### src/rtl/ssp_pkg.sv
package ssp_pkg;
   typedef enum logic {
      SRC_DIVIDER = 1'b0,
      SRC_PIN     = 1'b1
   } sclk_src_e;

   localparam int unsigned SSP_MIN_DATA_W = 5;
   localparam int unsigned SSP_MAX_DATA_W = 9;
endpackage

### src/rtl/ssp_sync.sv
module ssp_sync #(
   parameter int unsigned WIDTH  = 2,
   parameter int unsigned STAGES = 2,
   parameter logic [WIDTH-1:0] RST_VAL = '0
) (
   input  logic             clk,
   input  logic             rst_n,
   input  logic [WIDTH-1:0] d,
   output logic [WIDTH-1:0] q
);
   logic [STAGES-1:0][WIDTH-1:0] chain_q;

   always_ff @(posedge clk) begin
      if (!rst_n) chain_q <= {STAGES{RST_VAL}};
      else        chain_q <= {chain_q[STAGES-2:0], d};
   end

   assign q = chain_q[STAGES-1];
endmodule

### src/rtl/ssp_clkgen.sv
module ssp_clkgen
   import ssp_pkg::*;
#(
   parameter int unsigned DIV_W = 16
) (
   input  logic             clk,
   input  logic             rst_n,
   input  sclk_src_e        src,
   input  logic [DIV_W-1:0] cfg_div,
   input  logic             pin_sclk_s,
   output logic             sclk_gen,
   output logic             rise_ev,
   output logic             fall_ev
);
   logic [DIV_W-1:0] cnt_q;
   logic             gen_q;
   logic             prev_q;
   logic             sel;

   // divider: held cleared while the pin is the clock source
   always_ff @(posedge clk) begin
      if (!rst_n || src == SRC_PIN) begin
         cnt_q <= '0;
         gen_q <= 1'b0;
      end else if (cnt_q >= cfg_div) begin
         cnt_q <= '0;
         gen_q <= ~gen_q;
      end else begin
         cnt_q <= cnt_q + 1'b1;
      end
   end

   assign sel = (src == SRC_PIN) ? pin_sclk_s : gen_q;

   always_ff @(posedge clk) begin
      if (!rst_n) prev_q <= 1'b0;
      else        prev_q <= sel;
   end

   assign rise_ev  = sel & ~prev_q;
   assign fall_ev  = ~sel & prev_q;
   assign sclk_gen = gen_q;

   // internal clock only flips at terminal count
   p_toggle_at_tc_r2: assert property (@(posedge clk) disable iff (!rst_n)
      (src == SRC_DIVIDER && $past(src == SRC_DIVIDER) && !$stable(gen_q))
         |-> $past(cnt_q >= cfg_div));
   // external selection parks the generated clock low
   p_park_low_r2: assert property (@(posedge clk) disable iff (!rst_n)
      (src == SRC_PIN) |=> !gen_q);
endmodule

### src/rtl/ssp_tx.sv
module ssp_tx #(
   parameter int unsigned DATA_W = 8
) (
   input  logic              clk,
   input  logic              rst_n,
   input  logic              rise_ev,
   input  logic              cfg_two_stop,
   input  logic              wr_en,
   input  logic [DATA_W-1:0] wr_data,
   output logic              txd,
   output logic              tx_empty,
   output logic              tx_busy
);
   localparam int unsigned CNT_W = $clog2(DATA_W + 3);

   logic [DATA_W-1:0] hold_q;
   logic              hold_full_q;
   logic [DATA_W+1:0] sh_q;
   logic [CNT_W-1:0]  cnt_q;
   logic              busy_q;
   logic              txd_q;
   logic [CNT_W-1:0]  last_idx;
   logic              wr_ok;
   logic              at_last;
   logic              load;

   assign last_idx = CNT_W'(DATA_W) + (cfg_two_stop ? CNT_W'(2) : CNT_W'(1));
   assign wr_ok    = wr_en & ~hold_full_q;
   assign at_last  = busy_q & (cnt_q == last_idx);
   assign load     = rise_ev & hold_full_q & (~busy_q | at_last);

   always_ff @(posedge clk) begin
      if (!rst_n) begin
         hold_q      <= '0;
         hold_full_q <= 1'b0;
      end else begin
         hold_full_q <= (hold_full_q & ~load) | wr_ok;
         if (wr_ok) hold_q <= wr_data;
      end
   end

   always_ff @(posedge clk) begin
      if (!rst_n) begin
         sh_q   <= '1;
         cnt_q  <= '0;
         busy_q <= 1'b0;
         txd_q  <= 1'b1;
      end else if (load) begin
         sh_q   <= {2'b11, hold_q};
         cnt_q  <= '0;
         busy_q <= 1'b1;
         txd_q  <= 1'b0;
      end else if (rise_ev && busy_q) begin
         if (at_last) begin
            busy_q <= 1'b0;
            txd_q  <= 1'b1;
         end else begin
            txd_q <= sh_q[0];
            sh_q  <= {1'b1, sh_q[DATA_W+1:1]};
            cnt_q <= cnt_q + 1'b1;
         end
      end
   end

   assign txd      = txd_q;
   assign tx_empty = ~hold_full_q;
   assign tx_busy  = busy_q | hold_full_q;

   // line moves only after a detected rising serial edge
   p_txd_after_rise_r3: assert property (@(posedge clk) disable iff (!rst_n)
      !$stable(txd_q) |-> $past(rise_ev));
   // accepted write empties nothing, it fills the holding stage
   p_write_fills_r4: assert property (@(posedge clk) disable iff (!rst_n)
      (wr_en && tx_empty) |=> !tx_empty);
   // busy ends only at a rising edge, with the line idle high
   p_busy_end_r5: assert property (@(posedge clk) disable iff (!rst_n)
      $fell(tx_busy) |-> ($past(rise_ev) && txd_q));
endmodule

### src/rtl/ssp_rx.sv
module ssp_rx #(
   parameter int unsigned DATA_W = 8
) (
   input  logic              clk,
   input  logic              rst_n,
   input  logic              fall_ev,
   input  logic              cfg_two_stop,
   input  logic              rxd_s,
   input  logic              rd_en,
   output logic [DATA_W-1:0] rx_data,
   output logic              rx_full,
   output logic              rx_overrun
);
   localparam int unsigned CNT_W = $clog2(DATA_W + 2);

   logic              active_q;
   logic [CNT_W-1:0]  cnt_q;
   logic [DATA_W-1:0] sh_q;
   logic [DATA_W-1:0] buf_q;
   logic              full_q;
   logic              ovr_q;
   logic [CNT_W-1:0]  last_idx;
   logic              done;

   assign last_idx = CNT_W'(DATA_W) + (cfg_two_stop ? CNT_W'(1) : CNT_W'(0));
   assign done     = fall_ev & active_q & (cnt_q == last_idx);

   always_ff @(posedge clk) begin
      if (!rst_n) begin
         active_q <= 1'b0;
         cnt_q    <= '0;
         sh_q     <= '0;
      end else if (fall_ev) begin
         if (!active_q) begin
            if (!rxd_s) begin
               active_q <= 1'b1;
               cnt_q    <= '0;
            end
         end else begin
            if (cnt_q < CNT_W'(DATA_W)) sh_q <= {rxd_s, sh_q[DATA_W-1:1]};
            if (done) active_q <= 1'b0;
            else      cnt_q    <= cnt_q + 1'b1;
         end
      end
   end

   always_ff @(posedge clk) begin
      if (!rst_n) begin
         buf_q  <= '0;
         full_q <= 1'b0;
         ovr_q  <= 1'b0;
      end else begin
         if (done) buf_q <= sh_q;
         if (done)       full_q <= 1'b1;
         else if (rd_en) full_q <= 1'b0;
         if (done && full_q && !rd_en) ovr_q <= 1'b1;
         else if (rd_en)               ovr_q <= 1'b0;
      end
   end

   assign rx_data    = buf_q;
   assign rx_full    = full_q;
   assign rx_overrun = ovr_q;

   // a completed character always lands as full
   p_done_sets_full_r7: assert property (@(posedge clk) disable iff (!rst_n)
      done |=> full_q);
   // a read with no completion empties the buffer
   p_read_clears_r8: assert property (@(posedge clk) disable iff (!rst_n)
      (rd_en && !done) |=> !full_q);
   // completion into an unread buffer flags overrun
   p_overrun_set_r9: assert property (@(posedge clk) disable iff (!rst_n)
      (done && full_q && !rd_en) |=> ovr_q);
endmodule

### src/rtl/sync_serial_port.sv
module sync_serial_port
   import ssp_pkg::*;
#(
   parameter int unsigned DATA_W      = 8,
   parameter int unsigned DIV_W       = 16,
   parameter int unsigned SYNC_STAGES = 2
) (
   input  logic              clk,
   input  logic              rst_n,
   input  logic              cfg_ext_clk,
   input  logic              cfg_two_stop,
   input  logic [DIV_W-1:0]  cfg_div,
   input  logic              sclk_in,
   output logic              sclk_out,
   output logic              sclk_oe,
   output logic              txd,
   input  logic              rxd,
   input  logic              tx_wr,
   input  logic [DATA_W-1:0] tx_data,
   output logic              tx_empty,
   output logic              tx_busy,
   input  logic              rx_rd,
   output logic [DATA_W-1:0] rx_data,
   output logic              rx_full,
   output logic              rx_overrun
);
   if (DATA_W < SSP_MIN_DATA_W || DATA_W > SSP_MAX_DATA_W) begin : g_bad_data_w
      $error("DATA_W out of supported range");
   end
   if (DIV_W < 2) begin : g_bad_div_w
      $error("DIV_W must be at least 2");
   end
   if (SYNC_STAGES < 2) begin : g_bad_sync
      $error("SYNC_STAGES must be at least 2");
   end

   sclk_src_e src;
   logic [1:0] pins_s;
   logic       rise_ev;
   logic       fall_ev;

   assign src = cfg_ext_clk ? SRC_PIN : SRC_DIVIDER;

   ssp_sync #(.WIDTH(2), .STAGES(SYNC_STAGES), .RST_VAL(2'b01)) u_sync (
      .clk   (clk),
      .rst_n (rst_n),
      .d     ({sclk_in, rxd}),
      .q     (pins_s)
   );

   ssp_clkgen #(.DIV_W(DIV_W)) u_clkgen (
      .clk        (clk),
      .rst_n      (rst_n),
      .src        (src),
      .cfg_div    (cfg_div),
      .pin_sclk_s (pins_s[1]),
      .sclk_gen   (sclk_out),
      .rise_ev    (rise_ev),
      .fall_ev    (fall_ev)
   );

   assign sclk_oe = (src == SRC_DIVIDER);

   ssp_tx #(.DATA_W(DATA_W)) u_tx (
      .clk          (clk),
      .rst_n        (rst_n),
      .rise_ev      (rise_ev),
      .cfg_two_stop (cfg_two_stop),
      .wr_en        (tx_wr),
      .wr_data      (tx_data),
      .txd          (txd),
      .tx_empty     (tx_empty),
      .tx_busy      (tx_busy)
   );

   ssp_rx #(.DATA_W(DATA_W)) u_rx (
      .clk          (clk),
      .rst_n        (rst_n),
      .fall_ev      (fall_ev),
      .cfg_two_stop (cfg_two_stop),
      .rxd_s        (pins_s[0]),
      .rd_en        (rx_rd),
      .rx_data      (rx_data),
      .rx_full      (rx_full),
      .rx_overrun   (rx_overrun)
   );

   // the pin driver follows the source selection
   p_oe_matches_src_r2: assert property (@(posedge clk) disable iff (!rst_n)
      sclk_oe != cfg_ext_clk);
endmodule

### config.mk
export PLATFORM = sky130hd
export DESIGN_NAME = sync_serial_port
export DESIGN_NICKNAME = d
export VERILOG_FILES = /design/src/rtl/ssp_pkg.sv /design/src/rtl/ssp_sync.sv /design/src/rtl/ssp_clkgen.sv /design/src/rtl/ssp_tx.sv /design/src/rtl/ssp_rx.sv /design/src/rtl/sync_serial_port.sv
export SDC_FILE = /design/constraint.sdc
export NUM_CORES = 1
export LEC_CHECK = 0
export CORE_ASPECT_RATIO = 0.9
export CORE_MARGIN = 2
export CORE_UTILIZATION = 35
export CTS_BUF_LIST = sky130_fd_sc_hd__clkbuf_16
export CTS_CLUSTER_SIZE = 40
export DETAILED_ROUTE_END_ITERATION = 12
export DONT_BUFFER_PORTS = 1
export GPL_ROUTABILITY_DRIVEN = 0
export SETUP_SLACK_MARGIN = 0.2
export SLEW_MARGIN = 15
export SYNTH_ARGS = -nofsm -noshare
export SYNTH_HDL_FRONTEND = slang
export SYNTH_HIERARCHICAL = 1
export SYNTH_SLANG_ARGS = --single-unit
### constraint.sdc
create_clock -name clk -period 3.5 [get_ports clk]
set_input_delay 0.525 -clock clk [delete_from_list [all_inputs] [get_ports clk]]
set_output_delay 0.525 -clock clk [all_outputs]
set_load 0.01 [all_outputs]
Word-level counts from Yosys, hierarchy flattened --
Cells that the tools add are included.
Storage, ports and cells: bits in registers 68, input bits 32, output and inout port bits 15, word-level logic and storage cells 89
Cells by class: add/subtract/negate cells 5, order comparisons 2, equality and inequality tests 5, mux-type cells 22, bitwise logic cells 21, reduce and logical (&&, ||, !) cells 17
Operators by type and width (count):
- $mux 8 | 3
- $add 16x1->16 const B | 1
- $ge 16x16->1 | 1
- $mux 1 | 15
- $mux 4 | 3
- $and 1x1->1 | 9
- $not 1->1 | 9
- $add 4x1->4 const B | 2
- $add 4x4->4 const A | 2
- $eq 4x4->1 | 2
- $reduce_bool 2->1 | 4
- $reduce_and 2->1 | 3
- $reduce_and 3->1 | 2
- $lt 4x4->1 const B | 1
- $ne 2x2->1 const B | 2
- $reduce_or 2->1 | 2
- $logic_and 1x1->1 | 3
- $or 1x1->1 | 3
- $logic_not 1->1 | 2
- $mux 2 | 1
- $ne 2x1->1 const B | 1
- $logic_or 1x1->1 | 1

Logic depth before layout (Yosys ltp) --
Gate-level depths: netlist of the first run.
depth in word-level cells 9, mapped depth 8, mapped depth without buffers 7

Cells and area by module --
The synthesis of the first run kept the hierarchy.
By module, submodules not included:
- ssp_clkgen | times used 1, cells an instance 135, area each 1142.3 um^2, seq. area each 360.3 um^2
- ssp_tx | times used 1, cells an instance 112, area each 1012.2 um^2, seq. area each 460.4 um^2
- ssp_rx | times used 1, cells an instance 108, area each 1011.0 um^2, seq. area each 460.4 um^2
- ssp_sync | times used 1, cells an instance 10, area each 120.1 um^2, seq. area each 80.1 um^2
- sync_serial_port | times used 1, cells an instance 1, area each 3.8 um^2, seq. area each 0.0 um^2

Worst setup path after synthesis of the first run --
No wires, ideal clock.
path type input port to flip-flop, start point input cfg_div[0], end point register u_clkgen.cnt_q[10], setup time 0.064 ns, data arrival time 1.930 ns, required time 3.436 ns, setup slack 1.506 ns, stages on the path 7, buffers on the path 1, cells stage by stage ha_1 > nand2b_4 > a2111o_1 > a31oi_1 > nand3_2 > buf_6 > nor2_1
Between the ends: word-level cells in the longest chain between the ends 2
Ends and longest elaborated chain:
- from (decl) | line sync_serial_port.sv:12 | input logic [DIV_W-1:0] cfg_div,
- $ge 16x16->1 | line ssp_clkgen.sv:25 | end else if (cnt_q >= cfg_div) begin
- $reduce_or 2->1 (no line)
- to (signal assigned) | line ssp_clkgen.sv:29 | cnt_q <= cnt_q + 1'b1;
- to (decl) | line ssp_clkgen.sv:15 | logic [DIV_W-1:0] cnt_q;
Every way passes these cells. A chain may end at the register's enable or synchronous reset.

Worst setup path after layout of the first run --
start point register u_clkgen.cnt_q[0], end point register u_clkgen.cnt_q[0]
Between the ends: word-level cells in the longest chain between the ends 2, elaborated cells on any way between the ends 3, those cells by class add/sub: 1; order compare: 1; reduce/logical: 1
Ends and longest elaborated chain (line):
- $ge 16x16->1 | ssp_clkgen.sv:25
- $reduce_or 2->1 (no line)
Parallel ways exist; a longest one is shown, timed or not.

==> metrics.txt, run 1 <==
outcome finished, final reports clean; Post-Synth Simple-Gate Area 20.1%; fmax 477 MHz; Cells after Synth 366; FF-to-FF path depth 7; Synth Area in XOR/XNOR 4.26%; drt wl/cell 13.0 um; Yosys reg bits 68; Critical R2R Capture u_clkgen/cnt_q[0]; Worst Hold Class in2reg; Die Ht 96.0 um; synthesis warning total 6; Post-CTS Setup Bufs 0; Worst setup EP type register; register area share after synthesis 41.4%; Mean Syn Cell Area 8.99 um^2; RSZ-0062 raised after global routing false; Post-Syn Nets 417; largest family of logic cells by synthesized area simple AND/OR/NAND/NOR gates; CTS tree yes; PwrDens 477 nW/um^2; CP max stage cell a2111o_1; most frequent cell after synthesis dfxtp_1; Skew-Pair Late Insertion Delay 0.32 ns; Slowest Stage Delay on Critical Path 0.42 ns; first-pass GRT wire length 10.6 mm; Longest Clk Path Bufs 2; row cnt 33; initial antenna violation count 0; max_cap viols 0; Max Slew Vio Count 0; CP required 3.75 ns; Unique masters post-synth 53; critical path startpoint category register; Via density 4.98; Tightest Pin Transition 0.843 ns; crit path cell chain inv_1, ha_1, nand2b_4, a2111o_1, a31oi_1, nand3_2, nor2_1; area of the multi-input gates 1690 um^2; clk root buf clkbuf_16; share of flip-flops with an asynchronous set or reset 0%; H-tree levels 3; via count 2,433; Slew headroom 43.4%; CTS sink cnt 68; area grow syn2layout 10.7%; Synth top cells by count dfxtp_1, inv_1, nor2_1, nand2_1, mux2i_1; worst clock skew 0.00343 ns; Core ar. 9130 um^2; aggregate global routing overflow 0; area share of fa/ha/maj cells after synthesis 7.23%; Post-Place Cell Area 3350 um^2; Post-synth EDFFs 0; total wire length 6.34 mm; sequential share of power 45.7%; diode count 0; mux cell area share after synthesis 7.91%; reg2reg start u_clkgen/cnt_q[0]; IR drop worst, VDD 281 uV; DIE WIDTH 106 um; WP buf/inv 1; I/O Buffers 0; critical path type reg2reg; Synth Area in Compound Gates 11.9%; Pre-antenna DRT Iters 4; post-synth top area share 41.4%; Synth area leaders dfxtp_1, mux2i_1, ha_1; Period Utilization, post-route 59.9%; fraction of layout cells with a size suffix above 1 7.63%; clk slew on worst S/H paths 0.05 ns; 1st-iter DRT viols 102; Yosys top cell by area dfxtp_1; Switch Pwr 377 uW; Comb pwr share 3.8%; Mapped Area 3290 um^2; most common flop cell mapped by yosys dfxtp_1; Antenna Nets Post-Route 0; top cell family by delay on the critical path simple AND/OR/NAND/NOR gates; Lkg Pwr 0.00151 uW; Hold Path Stages 1; setup tns final 0 ns; Post-CTS Hold Buffers 0; Starting Density 36.0%; critical-path maximum fanout 16; Worst Path Arrival 2.34 ns; min Tclk post-route 2.10 ns; fin worst setup slack 1.40 ns; fin nets 413; post_cts resized 0; WHS Endpoint u_sync/chain_q[0]; Ports 47; final hold vios 0; Pint 1360 uW; switching power share of the total 21.7%; die area 10,200 um^2; R2R Setup Slk 1.40 ns; hpwl dp 4.45 mm; final instance area 3640 um^2; vias in the first global route 2,225; pre-CTS WS 1.23 ns; min-delay src rst_n; fillers 889; GRT Resource Usage Total 13.2%; Final setup viols 0; TritonCTS Buffers 9; Reg area 1360 um^2; drt drc 0; largest net degree at the start of global routing 33; Clk pwr share 50.4%
==> layer usage <==
metal / routed length, um / part of all wire (%) / global-route usage (%)
met1: 3130 / 49 / 17.2
met4: 55 / 0.87 / 3.95
met2: 2810 / 44 / 20.5
met5: 0 / 0 / 0
met3: 343 / 5.4 / 4.94
==> through the flow <==
stage,power [uW],std cells,hold WS [ns],utilization (%)
finish,1740,489,0.287,39.9
CTS,1760,489,0.268,39.9
floorplan,870,366,0.386,-
global placement,875,473,0.398,36.7
global route,1810,489,0.268,39.9
detailed placement,878,473,0.397,36.7
==> flip-flops by register name, summed over array words and instances, names as in the netlist <==
register and flops:
u_rx/cnt_q 4, u_clkgen/cnt_q 16, u_tx/hold_q 8, u_rx/rx_overrun 1, u_clkgen/prev_q 1, u_rx/active_q 1, u_rx/rx_full 1, u_sync/q 2
u_rx/rx_data 8, u_tx/txd 1, u_rx/sh_q 8, u_tx/cnt_q 4, u_tx/busy_q 1, u_sync/chain_q 2, u_clkgen/sclk_gen 1, u_tx/sh_q 8
u_tx/hold_full_q 1
==> layout make-up <==
type                            instances  share of cell area [%]
Inverter                               38                    3.92
Multi-Input combinational cell        245                    46.5
Sequential cell                        68                    37.4
Tap cell                              122                    4.19
Clock inverter                          7                    1.86
Clock buffer                            9                    6.19
==> worst register-to-register path: cells and delay by family (launching register included) <==
kind            cells  cell delay, ns
flops               1            0.40
compound gates      2            0.63
buf+inv             1            0.06
fa+ha+maj           1            0.27
simple gates        3            0.65
==> cells in the final DEF (no fill, tap or decap), types with 4 or more instances in the layout <==
master     instances
nand2_1           30
nor2_1            38
o21ai_0            6
nand4_1           11
nor3_1             4
nand3_1           12
a31oi_1           13
xor2_1            10
ha_1              19
inv_1             38
a211oi_1           4
and2_1             6
xnor2_1            6
nor2b_1            4
clkbuf_16          9
nand2b_1           7
mux2i_1           26
dfxtp_1           68
o221ai_1           7
a21oi_1            9
==> worst max path at each step <==
| stage | startpoint | endpoint | slack (ns) | cells after the start |
|---|---|---|---|---|
| CTS | u_clkgen/cnt_q[0] | u_clkgen/cnt_q[0] | 1.37 | 7 |
| floorplan | cfg_div[0] | u_clkgen/cnt_q[10] | 1.51 | 7 |
| detailed placement | cfg_div[13] | u_clkgen/cnt_q[0] | 1.23 | 7 |
| global placement | cfg_div[13] | u_clkgen/cnt_q[14] | 1.34 | 7 |
| global route | u_clkgen/cnt_q[13] | u_clkgen/cnt_q[14] | 1.24 | 6 |
| finish | u_clkgen/cnt_q[0] | u_clkgen/cnt_q[0] | 1.40 | 7 |
==> power by group through the flow <==
stage	registers (uW)	clock network (uW)	logic (uW)
5_1_grt	796	940	76.8
6_report	794	877	66.7
3_3_place_gp	811	0	64.1
3_5_place_dp	811	0	67.0
2_1_floorplan	809	0	61.5
4_1_cts	794	902	67.4
==> cell families after synthesis <==
| group | after synthesis |
|---|---|
| buf+inv | 53 |
| mux | 26 |
| xor+xnor | 16 |
| simple gates | 129 |
| compound gates | 55 |
| fa+ha+maj | 19 |
| flops | 68 |
(Power assumes the default switching activity.)
==> inputs of run 2 (changes only) <==
Clock period 3.5 ns to 2.15 ns, I/O delays scaled along.
==> run 2 against run 1 <==
Against the previous run:
- sequential power grew 62%
- global-route usage increased by 0.79 points
- via count rose by 1.7%
- setup slack got worse by 1.2 ns
- critical path type unchanged
- cell area grew 3.1%
- critical endpoint is now u_clkgen/cnt_q[8]
- utilization is 1.2 points higher
- non-clock buffer count up 6
==> metrics.txt, run 2 (synthesized netlist as in run 1, its figures left out) <==
TritonCTS Buffers 9 (unchanged); critical path type reg2reg; Longest Clk Path Bufs 2 (unchanged); fmax 522 MHz (+9.4%); WHS Endpoint u_sync/q[0]; FF-to-FF path depth 7 (unchanged); Layout Cells excl Fill 495 (+1.2%); total power 3100 uW (+79%); drt wl/cell 13.1 um (+1.3%); diode count 0 (unchanged); Antenna Nets Post-Route 0 (unchanged); via count 2,475 (+1.7%); Largest Register u_clkgen/cnt_q; fillers 905 (+1.8%); worst clock skew 0.00613 ns (+0.00271 ns); Skew-Pair Late Insertion Delay 0.32 ns (about the same); Tightest Pin Transition 0.672 ns (-0.171 ns); Final setup viols 0 (unchanged); IR drop worst, VDD 517 uV (+84%); GRT Resource Usage Total 14.0% (+0.79 points); Worst setup EP type register; clk slew on worst S/H paths 0.06 ns (about the same); Pre-antenna DRT Iters 4 (unchanged); Critical R2R Capture u_clkgen/cnt_q[8]; commonest cells after routing, fill and taps aside dfxtp_1, inv_1, nor2_1, nand2_1, mux2i_1; outcome finished, final reports clean; Worst Hold Class in2reg; I/O Buffers 0 (unchanged); reg2reg start u_clkgen/cnt_q[0]; total wire length 6.50 mm (+2.6%); most common cell after layout, fill and taps aside dfxtp_1; first-pass GRT wire length 11.2 mm (+5.7%); Ports 47 (unchanged); Starting Density 36.0% (unchanged); area grow syn2layout 14.1%; aggregate global routing overflow 0 (unchanged); fin nets 419 (+1.5%); hpwl dp 4.68 mm (+5.1%); R2R Setup Slk 0.23 ns (-1.17 ns); H-tree levels 3 (unchanged); Via density 5.00 (+0.49%); max FFs per register 16 (unchanged); max_cap viols 0 (unchanged); min-delay src rst_n; die area 10,200 um^2 (unchanged); Lkg Pwr 0.00157 uW (+4.2%); Hold Path Stages 1 (unchanged); Post-CTS Setup Bufs 0 (unchanged); 1st-iter DRT viols 69 (-32%); fraction of layout cells with a size suffix above 1 9.92% (+2.3 points); CTS tree yes; drt drc 0 (unchanged); largest net degree at the start of global routing 33 (unchanged); Die Ht 96.0 um (unchanged); final core utilization 41.1% (+1.2 points); row cnt 33 (unchanged); final hold vios 0 (unchanged); Max Slew Vio Count 0 (unchanged); CP required 2.40 ns (-1.35 ns); Post-Place Cell Area 3390 um^2 (+1.3%); Worst Path Arrival 2.17 ns (-0.17 ns); DIE WIDTH 106 um (unchanged); Placed Cells 479 (+1.3%); setup tns final 0 ns (unchanged); vias in the first global route 2,479 (+11%); clk root buf clkbuf_16; area of the multi-input gates 1710 um^2 (+0.89%); RSZ-0062 raised after global routing true; min Tclk post-route 1.92 ns (-0.181 ns); Slew headroom 55.2% (+12 points); Core ar. 9130 um^2 (unchanged); Reg area 1360 um^2 (unchanged); critical path startpoint category register; initial antenna violation count 0 (unchanged); PwrDens 826 nW/um^2 (+73%); CTS sink cnt 68 (unchanged); final instance area 3750 um^2 (+3.1%); Period Utilization, post-route 89.1% (+29 points); critical-path maximum fanout 16 (unchanged)
run 2: final cells by class:
| class | instances | share of cell area [%] |
|---|---|---|
| clock buffers | 9 | 6.00 |
| well taps | 122 | 4.07 |
| inverters | 38 | 3.80 |
| multi-input cells | 245 | 45.5 |
| clock inverters | 7 | 3.23 |
| flip-flops and latches | 68 | 36.3 |
| repair buffers | 6 | 1.20 |
run 2: timing repair:
action,4_1_cts,5_1_grt
pin swaps,0,1
endpoints found under the setup margin,16,17
hold buffers,0,0
resized for setup,1,2
run 2: worst max-delay path by stage:
stage                                  from            endpoint  depth (start not counted)
after floorplan           u_clkgen/cnt_q[0]  u_clkgen/cnt_q[10]                          8
after global placement    u_clkgen/cnt_q[0]  u_clkgen/cnt_q[15]                          7
after detailed placement  u_clkgen/cnt_q[0]  u_clkgen/cnt_q[12]                          7
after CTS                 u_clkgen/cnt_q[0]   u_clkgen/cnt_q[8]                          7
after global routing      u_clkgen/cnt_q[0]  u_clkgen/cnt_q[12]                          7
final                     u_clkgen/cnt_q[0]   u_clkgen/cnt_q[8]                          7
run 2: routing by layer:
layer	part of all wire [%]	track usage [%]	routed length, um
met5	0	0	0
met3	5.6	5.21	363
met1	48	16.9	3120
met4	1.1	5.70	73
met2	45	22.6	2940
run 2: critical path: stages (launching register included):
cell	delay, ns
dfxtp_1	0.34
inv_1	0.05
ha_1	0.27
nand2b_4	0.14
a2111o_1	0.44
a31oi_2	0.25
nand3_4	0.20
nor2_1	0.16
run 2: stage by stage:
stage          hold slack (ns)  setup slack (ns)
2_1_floorplan            0.386             0.281
3_3_place_gp             0.401             0.239
3_5_place_dp             0.403             0.167
4_1_cts                 0.0631             0.203
5_1_grt                 0.0612             0.164
6_report                0.0887             0.233
run 2: report_power, final:
group | switching (uW) | internal, uW | total (uW)
sequential | 12.7 | 1280 | 1290
clock | 554 | 1140 | 1690
combinational | 67.3 | 48.1 | 115
